[config.mk]
export PLATFORM = sky130hd
export DESIGN_NAME = reset_sequencer
export DESIGN_NICKNAME = d
export VERILOG_FILES = /design/src/rtl/reset_sequencer.sv
export SDC_FILE = /design/constraint.sdc
export NUM_CORES = 1
export LEC_CHECK = 0
export BUFFER_PORTS_ARGS = -buffer_cell sky130_fd_sc_hd__buf_4
export CAP_MARGIN = 5
export CORE_MARGIN = 8
export CORE_UTILIZATION = 40
export DETAILED_ROUTE_END_ITERATION = 12
export PLACE_DENSITY_LB_ADDON = 0.3
export SYNTH_ARGS = -nofsm -noshare
export SYNTH_HDL_FRONTEND = slang
export SYNTH_SLANG_ARGS = --single-unit
[constraint.sdc]
create_clock -name clk_i -period 2.24 [get_ports clk_i]
set_clock_uncertainty 0.1 [all_clocks]
set_input_delay 0.112 -clock clk_i [delete_from_list [all_inputs] [get_ports clk_i]]
set_output_delay 0.112 -clock clk_i [all_outputs]
set_load 0.05 [all_outputs]
[src/rtl/reset_sequencer.sv]
module reset_sequencer #(
  parameter int LOW_CYCLES     = 32,
  parameter int POST_CYCLES    = 32,
  parameter int STRETCH_CYCLES = 4096
) (
  input  logic       clk_i,
  input  logic       por_ni,
  input  logic       pin_n_i,
  output logic       pin_oe_o,
  input  logic       lvi_req_i,
  input  logic       cop_req_i,
  input  logic       ilop_req_i,
  input  logic       ilad_req_i,
  output logic       rst_o,
  input  logic       rd_en_i,
  output logic [7:0] rd_data_o
);
  localparam int SHORT_THR = LOW_CYCLES + POST_CYCLES + 3;
  localparam int LONG_THR  = STRETCH_CYCLES + SHORT_THR;
  localparam int CW        = $clog2(LONG_THR + 1) + 1;
  localparam int B_POR = 0, B_LVI = 1, B_PIN = 2, B_COP = 3, B_ILOP = 4, B_ILAD = 5;

  typedef enum logic [1:0] {S_IDLE, S_DRIVE, S_HOLD} st_t;

  st_t           state_q;
  logic [CW-1:0] cnt_q, lowcnt_q;
  logic [1:0]    sync_q;
  logic [5:0]    cause_q, cause_new;
  logic          pin_s, req_any, long_mode, pin_hit;

  assign pin_s     = sync_q[1];
  assign req_any   = lvi_req_i | cop_req_i | ilop_req_i | ilad_req_i;
  assign long_mode = cause_q[B_POR] | cause_q[B_LVI];
  assign pin_hit   = !pin_s && (lowcnt_q == CW'((long_mode ? LONG_THR : SHORT_THR) - 1));
  assign pin_oe_o  = (state_q == S_DRIVE);
  assign rst_o     = (state_q != S_IDLE) || !pin_s;
  assign rd_data_o = rd_en_i ? {2'b00, cause_q} : 8'h00;

  always_comb begin
    cause_new = '0;
    if (lvi_req_i)       cause_new[B_LVI]  = 1'b1;
    else if (cop_req_i)  cause_new[B_COP]  = 1'b1;
    else if (ilop_req_i) cause_new[B_ILOP] = 1'b1;
    else                 cause_new[B_ILAD] = 1'b1;
  end

  always_ff @(posedge clk_i or negedge por_ni)
    if (!por_ni) sync_q <= 2'b00;
    else         sync_q <= {sync_q[0], pin_n_i};

  always_ff @(posedge clk_i or negedge por_ni) begin
    if (!por_ni) begin
      state_q <= S_DRIVE;
      cnt_q   <= CW'(STRETCH_CYCLES + LOW_CYCLES);
    end else if (req_any) begin
      state_q <= S_DRIVE;
      cnt_q   <= lvi_req_i ? CW'(STRETCH_CYCLES + LOW_CYCLES) : CW'(LOW_CYCLES);
    end else begin
      case (state_q)
        S_DRIVE:
          if (cnt_q == CW'(1)) begin
            state_q <= S_HOLD;
            cnt_q   <= CW'(POST_CYCLES);
          end else cnt_q <= cnt_q - CW'(1);
        S_HOLD:
          if (!pin_s)                cnt_q   <= CW'(POST_CYCLES);
          else if (cnt_q == CW'(1))  state_q <= S_IDLE;
          else                       cnt_q   <= cnt_q - CW'(1);
        default:
          if (!pin_s) begin
            state_q <= S_HOLD;
            cnt_q   <= CW'(POST_CYCLES);
          end
      endcase
    end
  end

  always_ff @(posedge clk_i or negedge por_ni) begin
    if (!por_ni)                          lowcnt_q <= '0;
    else if (pin_s)                       lowcnt_q <= '0;
    else if (lowcnt_q != CW'(LONG_THR))   lowcnt_q <= lowcnt_q + CW'(1);
  end

  always_ff @(posedge clk_i or negedge por_ni) begin
    if (!por_ni)       cause_q <= 6'b000001;
    else if (req_any)  cause_q <= cause_new;
    else if (pin_hit)  cause_q <= 6'b000100;
  end

  assert_req_pulls_line_R2: assert property (@(posedge clk_i) disable iff (!por_ni)
    req_any |=> pin_oe_o);
  assert_cause_onehot_R8: assert property (@(posedge clk_i) disable iff (!por_ni)
    $countones(cause_q) == 1);
  assert_cause_stable_R11: assert property (@(posedge clk_i) disable iff (!por_ni)
    (!req_any && pin_s) |=> $stable(cause_q));
  assert_release_needs_high_line_R4: assert property (@(posedge clk_i) disable iff (!por_ni)
    $fell(rst_o) |-> (pin_s && $past(pin_s)));
  assert_pin_flag_needs_low_R6: assert property (@(posedge clk_i) disable iff (!por_ni)
    $rose(cause_q[B_PIN]) |-> !$past(pin_s));
  assert_rst_rise_has_cause_R5: assert property (@(posedge clk_i) disable iff (!por_ni)
    $rose(rst_o) |-> ($past(req_any) || !pin_s));
endmodule

# Word level (Yosys, flattened, before mapping)
# Cells that the tools add are included.
# totals
ff_bits	38
latchBits	0
ram_bits	0
romBits	0
input_bits	8
mem_count	0
# op_classes
addsub	3
multipliers	0
div	0
magnitude_cmp	0
eq_ne	10
n_shift	0
mux	25
bitwise	4
n_reduce_logical	8
# ops
cell	count
2-to-1 mux 14 bit	7
one-hot mux 14 bit (2 select lines)	1
2-to-1 mux 13 bit	2
2-to-1 mux 6 bit	3
adder 14 x 1 -> 14 bit (second input constant)	1
equality test 14 x 1 -> 1 bit (second input constant)	1
equality test 14 bit	1
inequality test 14 x 13 -> 1 bit (second input constant)	1
subtractor 13 x 1 -> 14 bit (second input constant)	1
subtractor 14 x 1 -> 14 bit (second input constant)	1
2-to-1 mux 2 bit	6
inequality test 3 bit (second input constant)	2
nonzero test 2 bit	3
2-to-1 mux 1 bit	4
inequality test 4 x 2 -> 1 bit (second input constant)	1
inequality test 4 bit (second input constant)	1
bitwise OR 1 bit	4
one-hot mux 2 bit (2 select lines)	1
AND reduction 4 bit	1
2-to-1 mux 3 bit	1
inequality test 3 x 1 -> 1 bit (second input constant)	1
equality test 2 x 1 -> 1 bit (second input constant)	1
equality test 2 bit (second input constant)	1
AND reduction 2 bit	1
other kinds (3)	3

# Longest topological paths before layout
# Gate-level depths: netlist of run 1.
# depth
depth_word	7
ltp_mapped	8
ltp_nobuf	7

# Least setup slack after synthesis of run 1
# OpenSTA, ideal clock, no wires.
# synth_path
path_kind	register to register
startpoint	register state_q[0]
endpoint	register cnt_q[10]
arrival_ps	2163
slack_ps	-105
path_stages_with_launch	7
n_path_buf	0
path_cell_list	dfstp_2 > ha_1 > nor2_1 > nand2_1 > nand2_1 > or4b_1 > a31oi_1
# synth_via
elab_chain_cells	3
elab_cells_between_ends	7
# synth_rtl
item	line_no	text
start, declared	25	st_t state_q;
start signal, assigned	53	state_q <= S_DRIVE;
start signal, assigned	56	state_q <= S_DRIVE;
start signal, assigned	62	state_q <= S_HOLD;
equality test 2 x 1 -> 1 bit *	n/a	
net pin_oe_o	9	output logic pin_oe_o,
inequality test 4 x 2 -> 1 bit (no line) or one-hot mux 14 bit (2 select lines) (tied branches)	n/a	
AND reduction 2 bit (no line) or 2-to-1 mux 14 bit (tied branches)	n/a	
end signal, assigned	54	cnt_q <= CW'(STRETCH_CYCLES + LOW_CYCLES);
end signal, assigned	57	cnt_q <= lvi_req_i ? CW'(STRETCH_CYCLES + LOW_CYCLES) : CW'(LOW_CYCLES);
end signal, assigned	63	cnt_q <= CW'(POST_CYCLES);
end, declared	26	logic [CW-1:0] cnt_q, lowcnt_q;
# Mark *: on every way through the listed nets, which the timed path passes. The rest lies on a longest branch.
# A chain may end at the register's enable or synchronous reset.

# Final worst setup path of run 1
# layout_path
startpoint	register state_q[0]
endpoint	register cnt_q[10]
# layout_via
elab_chain_cells	3
elab_cells_between_ends	7
# layout_rtl
item	line_no	text
equality test 2 bit or equality test 2 x 1 -> 1 bit (tied branches)	59	case (state_q)
inequality test 4 bit (no line) (tied with other cells)	n/a	
AND reduction 2 bit (no line) or 2-to-1 mux 14 bit (tied branches)	n/a	
end signal, assigned	57	
end signal, assigned	63	
end signal, assigned	64	end else cnt_q <= cnt_q - CW'(1);
# Parallel ways exist; a longest one is shown, timed or not.

==> flow_summary.toml, run 1 <==
[status]
status = "completed"

[placement]
placed_cell_area_um2 = 2390
dpl.hpwl_mm = 3.18
routabilityCongestion = 0.818
port_buffers = 15

[setup_path]
start_kind = "register"
critPathSlowestCell = "sky130_fd_sc_hd__dfstp_2"
worst_endpoint_required_time_ns = 2.36
critical-path-max-stage-delay_ns = 0.53
critical_path_peak_fanout = 5
cp-end-kind = "register"
rr_startpoint = "state_q[0]"
timing_worst_setup_path_type = "reg2reg"
crit_chain = "inv_1 > ha_1 > and4b_1 > nand4_2 > nand2_1 > or4b_1 > a31oi_1"
buffers_and_inverters_on_the_worst_path = 1
cpLargestDelayFamily = "simple AND/OR/NAND/NOR gates"
critPathArrivalTime_ns = 2.24
startpoint_of_the_worst_setup_timing_path = "state_q[0]"

[cells_and_area]
drive_above_1_share_pct = 20.8
nNetsFinal = 273
design_area_um2 = 2540
antenna-diode-count = 0
flow.area_growth_from_synthesis_pct = 18.8

[grt]
grtUsageTotal_pct = 12.6
grt_max_degree = 39
grt_first_pass_wirelength_mm = 7.85
number_of_global_route_vias_before_repair = 1648
number_of_antenna_violations_at_the_first_check_in_global_routing = 0
grt_remaining_overflow = 0

[floorplanning]
dieHeight_um = 89.1
initial_utilization_pct = 41.6
core_um2 = 5140
die-area_um2 = 7940
core.rowCount = 26
floorplan.die.width_um = 89.1
num_io_pins = 18

[clock_tree]
clockRootBuffer = "sky130_fd_sc_hd__clkbuf_8"
cts.repair_timing.setup_buffer_count = 0
cts_tree = "done"
cts_buffers = 5
cts-root-to-sink-buffers = 2
path_clk_slew_ns = 0.08
worst_skew_pair.late_latency_ns = 0.29
cts_htree_levels = 2
cts_num_sinks = 38

[pwr]
power.leakage_uw = 0.00111
power-per-cell-area_nw_per_um2 = 518
vdd.ir_drop.worst_mv = 0.289

[synthesis]
synth.avg_cell_area_um2 = 9.54
seq_cells_post_synth = 38
post-synth-top-count-cell = "sky130_fd_sc_hd__dfrtp_1"
most_used_flip_flop_cell_after_synthesis = "sky130_fd_sc_hd__dfrtp_1"
synth-edff-count = 0
yosysTopAreaCellShare_pct = 39.8
yosys-top-cells-count = "34 x sky130_fd_sc_hd__dfrtp_1, 27 x sky130_fd_sc_hd__nor2_1, 14 x sky130_fd_sc_hd__nand2_1"
post_synth_instance_area_um2 = 2140
synth.lib_cells_used.distinct = 53
synthArstFlopShare_pct = 100
top_post_synthesis_cells_by_area = "sky130_fd_sc_hd__dfrtp_1 40%, sky130_fd_sc_hd__dfstp_2 4.9%, sky130_fd_sc_hd__nor2_1 4.7%"
postSynthCellCount = 224
area_leader_netlist = "sky130_fd_sc_hd__dfrtp_1"
yosys_warnings = 0
synth_seq_area_share_pct = 44.7

[timing]
setup_total_negative_slack_ns = 0
finalMaxSlewViolations = 0
grt_setup_unrepaired = "false"
final-hold-violation-count = 0
final_critical_period_ns = 2.12
setup_viol_count_final = 0
maxClockFrequency_mhz = 471
fin_crit_sh_pct = 94.8

[flow_run]
number_of_max_capacitance_violations_reported = 0

[routing]
wl_per_cell_um = 13.6
route.vias.total = 1735
detail_route.wirelength.met1_mm = 2.19
drt_first_pass_iters = 4
drc_errors = 0
post_drt_via_cell_ratio = 5.27
wl_met3_um = 144
drt_iter0_markers = 127
wl_met2_mm = 2.07
route.antenna.remaining_nets = 0
wirelength_mm = 4.48
top_layer = "met4"

[hold_path]
min_path_type = "in2async"
[area by class of cell]
type	count	area, um2
Clock inverter	2	10.0
Sequential cell	38	956
Fill cell	494	2600
Tap cell	70	87.6
Timing Repair Buffer	33	263
Clock buffer	6	72.6
Multi-Input combinational cell	170	1110
Inverter	10	37.5
[metrics by stage]
stage / power, uW / std cells / utilization (%) / worst slack (ns) / hold WS [ns]
floorplan: 805 / 225 / - / 0.0572 / -0.284
global placement: 858 / 315 / 46.5 / 0.185 / 0.0131
detailed placement: 859 / 315 / 46.5 / 0.116 / 0.00940
CTS: 1340 / 329 / 49.3 / 0.119 / 0.238
global route: 1370 / 329 / 49.4 / 0.0415 / 0.257
finish: 1320 / 329 / 49.4 / 0.116 / 0.227
[power breakdown]
group          internal (uW)  switching, uW
registers                701           13.7
logic                   57.2           81.7
clock network            216            246
total                    974            342
[worst paths after layout]
path	endpoint	slack, ns	cells past startpoint
setup / recovery	cnt_q[10]	0.12	7
hold / removal	lowcnt_q[2]	0.23	2
setup reg to reg	cnt_q[10]	0.12	7
hold reg to reg	sync_q[1]	0.25	0
max in group asynchronous	cnt_q[12]	1.46	2
min in group clk_i	sync_q[1]	0.25	0
[timing repair]
item	CTS	global route
setup endpoints to repair	0	1
resized for setup	0	1
endpoints found under the hold margin	40	0
hold buffers	6	0
[state kept, by name, indices dropped and copies added, names as in the netlist]
signal    flops
state_q       2
cnt_q        14
lowcnt_q     14
sync_q        2
cause_q       6
[worst reg2reg max path: cells and delay by family (launching register included)]
kind,cells,cell delay [ns]
adder cells (fa/ha/maj),1,0.22
AO/OA/AOI/OAI,1,0.17
flip-flops,1,0.53
buffers and inverters,1,0.06
AND/OR/NAND/NOR,4,0.96
[cells by family (layout without fill, tap and decap cells)]
family | Yosys count | in the layout | share of synthesized area [%]
AND/OR/NAND/NOR | 103 | 103 | 27.9
AO/OA/AOI/OAI | 42 | 42 | 12.8
flip-flops | 38 | 38 | 44.7
buffers and inverters | 17 | 51 | 3.81
XOR/XNOR | 16 | 16 | 6.56
adder cells (fa/ha/maj) | 7 | 7 | 4.10
other | 1 | 2 | 0.175
[cells in the final DEF, fill, tap and decap left out, types with 2 or more instances in the layout]
cell type / instances
sky130_fd_sc_hd__dfrtp_1: 34
sky130_fd_sc_hd__nor2_1: 27
sky130_fd_sc_hd__buf_4: 27
sky130_fd_sc_hd__nand2_1: 14
sky130_fd_sc_hd__a21oi_1: 13
sky130_fd_sc_hd__nand3_1: 12
sky130_fd_sc_hd__o21ai_0: 11
sky130_fd_sc_hd__inv_1: 10
sky130_fd_sc_hd__xor2_1: 10
sky130_fd_sc_hd__and2_1: 8
sky130_fd_sc_hd__nand4_1: 6
sky130_fd_sc_hd__or3_1: 6
sky130_fd_sc_hd__xnor2_1: 6
sky130_fd_sc_hd__ha_1: 6
sky130_fd_sc_hd__dlygate4sd3_1: 6
sky130_fd_sc_hd__clkbuf_8: 5
sky130_fd_sc_hd__nor3_1: 4
sky130_fd_sc_hd__dfstp_2: 4
sky130_fd_sc_hd__o31ai_1: 3
sky130_fd_sc_hd__nor4_1: 2
sky130_fd_sc_hd__nor3_2: 2
sky130_fd_sc_hd__and4_1: 2
sky130_fd_sc_hd__or4_1: 2
sky130_fd_sc_hd__o21ai_2: 2
sky130_fd_sc_hd__a22o_1: 2
sky130_fd_sc_hd__o211ai_1: 2
sky130_fd_sc_hd__nand4b_1: 2
sky130_fd_sc_hd__conb_1: 2
sky130_fd_sc_hd__clkinv_2: 2
[metal layers]
metal	up-vias	global-route usage, %
met4	0	4.98
met5	-	0
met2	22	19.5
met1	839	16.2
li1	866	-
met3	8	3.22
(Power assumes the default switching activity.)
==> inputs of run 2 (changes only) <==
Settings changed: RECOVER_POWER set to 100.
==> run 2 against run 1 <==
  * Clock-buffer cell count unchanged
  * Critical path depth down 1
  * Clock power about the same
  * Combinational power down 4%
  * Non-clock buffer count unchanged
  * Via count up 0.17%
  * Utilization down 1.0 points
  * Global-route usage unchanged
  * Worst hold slack better by 0.026 ns
  * Design area down 2.0%
  * First-iteration DRC count down 8.7%
  * Final cell count unchanged
  * Largest power group unchanged
==> flow_summary.toml, run 2 (same netlist as run 1, synthesis figures left out) <==
[status]
status = "completed"

[timing]
final_critical_period_ns = 2.12
timing_worst_slew_pin_value_ns = 0.921
maxClockFrequency_mhz = 472
grt_setup_unrepaired = "false"
slew-limit-headroom_pct = 38.6
setup_total_negative_slack_ns = 0
finalMaxSlewViolations = 0
fin_crit_sh_pct = 94.7
final-hold-violation-count = 0
setup_viol_count_final = 0

[cells_and_area]
stdcell_count = 329
finalCoreUtilization_pct = 48.4
multi_input_gate_area_um2 = 1100
register_area_um2 = 956
flow.area_growth_from_synthesis_pct = 16.4
antenna-diode-count = 0
layout.cells.most_common = "sky130_fd_sc_hd__dfrtp_1"
drive_above_1_share_pct = 15.8
top_regs = "cnt_q (14), lowcnt_q (14), cause_q (6)"
nNetsFinal = 273
fillerInstances = 510
design_area_um2 = 2490
highest_count_cells_in_the_layout_ignoring_fill_and_taps = "34 x sky130_fd_sc_hd__dfrtp_1, 27 x sky130_fd_sc_hd__nor2_1, 15 x sky130_fd_sc_hd__buf_4"

[routing]
wirelength_mm = 4.48
wl_per_cell_um = 13.6
route.vias.total = 1738
post_drt_via_cell_ratio = 5.28
drt_iter0_markers = 116
route.antenna.remaining_nets = 0
drt_first_pass_iters = 4
drc_errors = 0

[placement]
placedCellCount = 315
routabilityCongestion = 0.818
port_buffers = 15
placed_cell_area_um2 = 2390
dpl.hpwl_mm = 3.18

[hold_path]
min_path_type = "reg2reg"

[setup_path]
start_kind = "register"
ff2ff_setup_slack_ns = 0.12
timing_worst_setup_path_type = "reg2reg"
rr_startpoint = "cnt_q[0]"
critical_path_peak_fanout = 5
r2r_end = "cnt_q[12]"
startpoint_of_the_worst_setup_timing_path = "cnt_q[0]"
worst_endpoint_required_time_ns = 2.35
critPathArrivalTime_ns = 2.23
cp-end-kind = "register"
crit_path_end = "cnt_q[12]"
reg2reg_depth = 6

[clock_tree]
worst_skew_pair.late_latency_ns = 0.29
cts_num_sinks = 38
clockRootBuffer = "sky130_fd_sc_hd__clkbuf_8"
path_clk_slew_ns = 0.07
cts_buffers = 5
cts_tree = "done"
cts_htree_levels = 2
cts.repair_timing.setup_buffer_count = 0
cts-root-to-sink-buffers = 2

[pwr]
power-per-cell-area_nw_per_um2 = 527
power.leakage_uw = 0.00107
fin_total_pwr_uw = 1310
vdd.ir_drop.worst_mv = 0.289

[floorplanning]
die-area_um2 = 7940
core.rowCount = 26
dieHeight_um = 89.1
num_io_pins = 18
floorplan.die.width_um = 89.1
initial_utilization_pct = 41.6
core_um2 = 5140

[grt]
number_of_global_route_vias_before_repair = 1648
grtUsageTotal_pct = 12.6
grt_remaining_overflow = 0
number_of_antenna_violations_at_the_first_check_in_global_routing = 0
grt_first_pass_wirelength_mm = 7.85
grt_max_degree = 39

[flow_run]
number_of_max_capacitance_violations_reported = 0
==> run 2: changes by cell type in the layout (fill, tap and decap cells not counted), sizes merged <==
cell / before / now
clkbuf: 6 / 18
buf: 27 / 15
==> run 2: report_power, final <==
part	leakage, uW	internal, uW	switching (uW)
combinational	0.000523	52.9	81.5
sequential	0.000504	701	13.5
clock	0.0000450	216	246
==> run 2: metal layers <==
layer / vias to the layer above / share of wire [%] / GRT usage [%]
met2: 28 / 46 / 19.5
met4: 0 / 1.5 / 4.98
met1: 839 / 49 / 16.2
met3: 8 / 4.2 / 3.22
met5: - / 0 / 0
li1: 863 / - / -
==> run 2: repair_timing <==
item / CTS / global route
setup endpoints to repair: 0 / 1
resized for setup: 0 / 1
hold buffers: 6 / 0
hold endpoints to repair: 40 / 0
==> run 2: metrics by stage <==
stage / hold slack (ns) / setup slack [ns]
finish: 0.253 / 0.119
global route: 0.257 / 0.0348
CTS: 0.238 / 0.119
detailed placement: 0.00940 / 0.116
global placement: 0.0131 / 0.185
floorplan: -0.284 / 0.0572
==> run 2: final cells by class <==
type	count	share of cell area, %
multi-input cells	170	44.3
flip-flops and latches	38	38.4
repair buffers	33	8.95
well taps	70	3.52
clock buffers	6	2.92
inverters	10	1.51
clock inverters	2	0.402
==> run 2: worst max-delay path, cell delays in order, from the launching register on <==
cell and delay, ns:
sky130_fd_sc_hd__dfrtp_1 0.42, sky130_fd_sc_hd__ha_1 0.24, sky130_fd_sc_hd__and2b_4 0.16, sky130_fd_sc_hd__and4_1 0.23, sky130_fd_sc_hd__or3_1 0.44, sky130_fd_sc_hd__or3_1 0.36
sky130_fd_sc_hd__o211ai_1 0.09
==> run 2: worst min-delay path by stage <==
stage	startpoint	end	cells after the start
after floorplan	por_ni	cause_q[1]	0
after global placement	por_ni	cause_q[1]	1
after detailed placement	por_ni	cause_q[3]	1
after CTS	por_ni	cause_q[3]	2
after global routing	sync_q[0]	sync_q[1]	0
final	sync_q[0]	sync_q[1]	0
==> inputs of run 3 (changes only) <==
Settings changed: CORE_ASPECT_RATIO set to 0.9.
==> run 3 against run 2 <==
  * Register-to-register slack better by 0.05 ns
  * Clock-buffer cell count stayed put
  * Critical path type is now in2reg
  * Largest power group unchanged
  * First-iteration DRC count is 20% lower
  * Routed wire length up 3.1%
==> flow_summary.toml, run 3 (same netlist as run 1, synthesis figures left out) <==
[status]
status = "completed"

[routing]
wl_per_cell_um = 14.0
drt_iter0_markers = 93
route.antenna.remaining_nets = 0
drc_errors = 0
drt_first_pass_iters = 4
post_drt_via_cell_ratio = 5.31
wirelength_mm = 4.62
route.vias.total = 1746

[clock_tree]
worst_skew_pair.late_latency_ns = 0.29
path_clk_slew_ns = 0.07
cts_buffers = 5
cts-root-to-sink-buffers = 2
clockRootBuffer = "sky130_fd_sc_hd__clkbuf_8"
cts_tree = "done"
cts_num_sinks = 38
cts_htree_levels = 2

[floorplanning]
num_io_pins = 18
floorplan.die.width_um = 93.0
core_um2 = 5190
initial_utilization_pct = 41.2
core.rowCount = 25
dieHeight_um = 85.3
die-area_um2 = 7940

[pwr]
power-per-cell-area_nw_per_um2 = 522
power.leakage_uw = 0.00109
vdd.ir_drop.worst_mv = 0.326

[setup_path]
cp-end-kind = "register"
worst_endpoint_required_time_ns = 2.35
critPathArrivalTime_ns = 2.25
start_kind = "primary input"
critical_path_peak_fanout = 4
timing_worst_setup_path_type = "in2reg"

[grt]
grtUsageTotal_pct = 12.7
grt_remaining_overflow = 0
grt_first_pass_wirelength_mm = 8.22
number_of_antenna_violations_at_the_first_check_in_global_routing = 0
grt_max_degree = 39
number_of_global_route_vias_before_repair = 1755

[cells_and_area]
finalCoreUtilization_pct = 48.3
drive_above_1_share_pct = 17.9
flow.area_growth_from_synthesis_pct = 17.4
top_regs = "cnt_q (14), lowcnt_q (14), cause_q (6)"
nNetsFinal = 276
antenna-diode-count = 0
highest_count_cells_in_the_layout_ignoring_fill_and_taps = "34 x sky130_fd_sc_hd__dfrtp_1, 27 x sky130_fd_sc_hd__nor2_1, 17 x sky130_fd_sc_hd__buf_4"
layout.cells.most_common = "sky130_fd_sc_hd__dfrtp_1"

[placement]
port_buffers = 15
place_worst_setup_slack_ns = 0.137
dpl.hpwl_mm = 3.34
routabilityCongestion = 0.862

[timing]
maxClockFrequency_mhz = 466
grt_setup_unrepaired = "false"
setup_viol_count_final = 0
fin_crit_sh_pct = 95.9
final_critical_period_ns = 2.15
finalMaxSlewViolations = 0
setup_total_negative_slack_ns = 0
slew-limit-headroom_pct = 37.3
postLayoutSetupSlackWorst_ns = 0.0924
final-hold-violation-count = 0
timing_worst_slew_pin_value_ns = 0.941

[hold_path]
min_path_type = "reg2reg"

[flow_run]
number_of_max_capacitance_violations_reported = 0
[run 3: cell type report]
cell class	instances	area, um2
Sequential cell	38	956
Clock inverter	2	10.0
Clock buffer	6	72.6
Timing Repair Buffer	36	244
Tap cell	67	83.8
Fill cell	514	2680
Multi-Input combinational cell	170	1110
Inverter	10	37.5
[run 3: timing repair]
action | CTS | global route
setup endpoints to repair | 0 | 1
hold buffers | 6 | 0
buffers inserted | 0 | 0
gates resized for setup | 0 | 1
endpoints found under the hold margin | 40 | 0
[run 3: worst paths after layout]
check,start,end,slack (ns),cells after the start
worst max-delay path,cop_req_i,cnt_q[12],0.09,7
min in group asynchronous,por_ni,lowcnt_q[1],0.41,2
worst max register to register,cnt_q[0],cnt_q[12],0.17,6
worst min-delay path,sync_q[0],sync_q[1],0.26,0
max in group asynchronous,por_ni,cnt_q[2],1.05,2
worst min register to register,sync_q[0],sync_q[1],0.26,0
[run 3: critical path, cell delays in order]
cell	delay [ns]
sky130_fd_sc_hd__dlygate4sd3_1	0.54
sky130_fd_sc_hd__buf_4	0.16
sky130_fd_sc_hd__nor4_4	0.41
sky130_fd_sc_hd__nand2_1	0.17
sky130_fd_sc_hd__or3_4	0.41
sky130_fd_sc_hd__or3_1	0.35
sky130_fd_sc_hd__o211ai_1	0.10
[run 3: where the power goes]
group	switching [uW]	internal, uW	total [uW]	leakage (uW)
clock	243	216	459	0.0000450
combinational	81.0	53.6	135	0.000539
sequential	15.6	701	716	0.000504
total	340	970	1310	0.00109
[run 3: routing by layer]
layer  global-route usage, %  vias up  routed length [um]
li1                        -      871                   -
met1                    17.1      842                2330
met2                    19.3       28                2070
met3                    2.82        5                 151
met4                    4.53        0                  65
met5                       0        -                   0
[run 3: through the flow]
step	std cells	hold slack [ns]	area (um2)	power, uW
6_report	329	0.260	2510	1310
3_3_place_gp	315	0.0121	2410	859
3_5_place_dp	315	0.0128	2410	861
2_1_floorplan	225	-0.284	2140	805
5_1_grt	329	0.267	2510	1370
4_1_cts	329	0.242	2550	1330
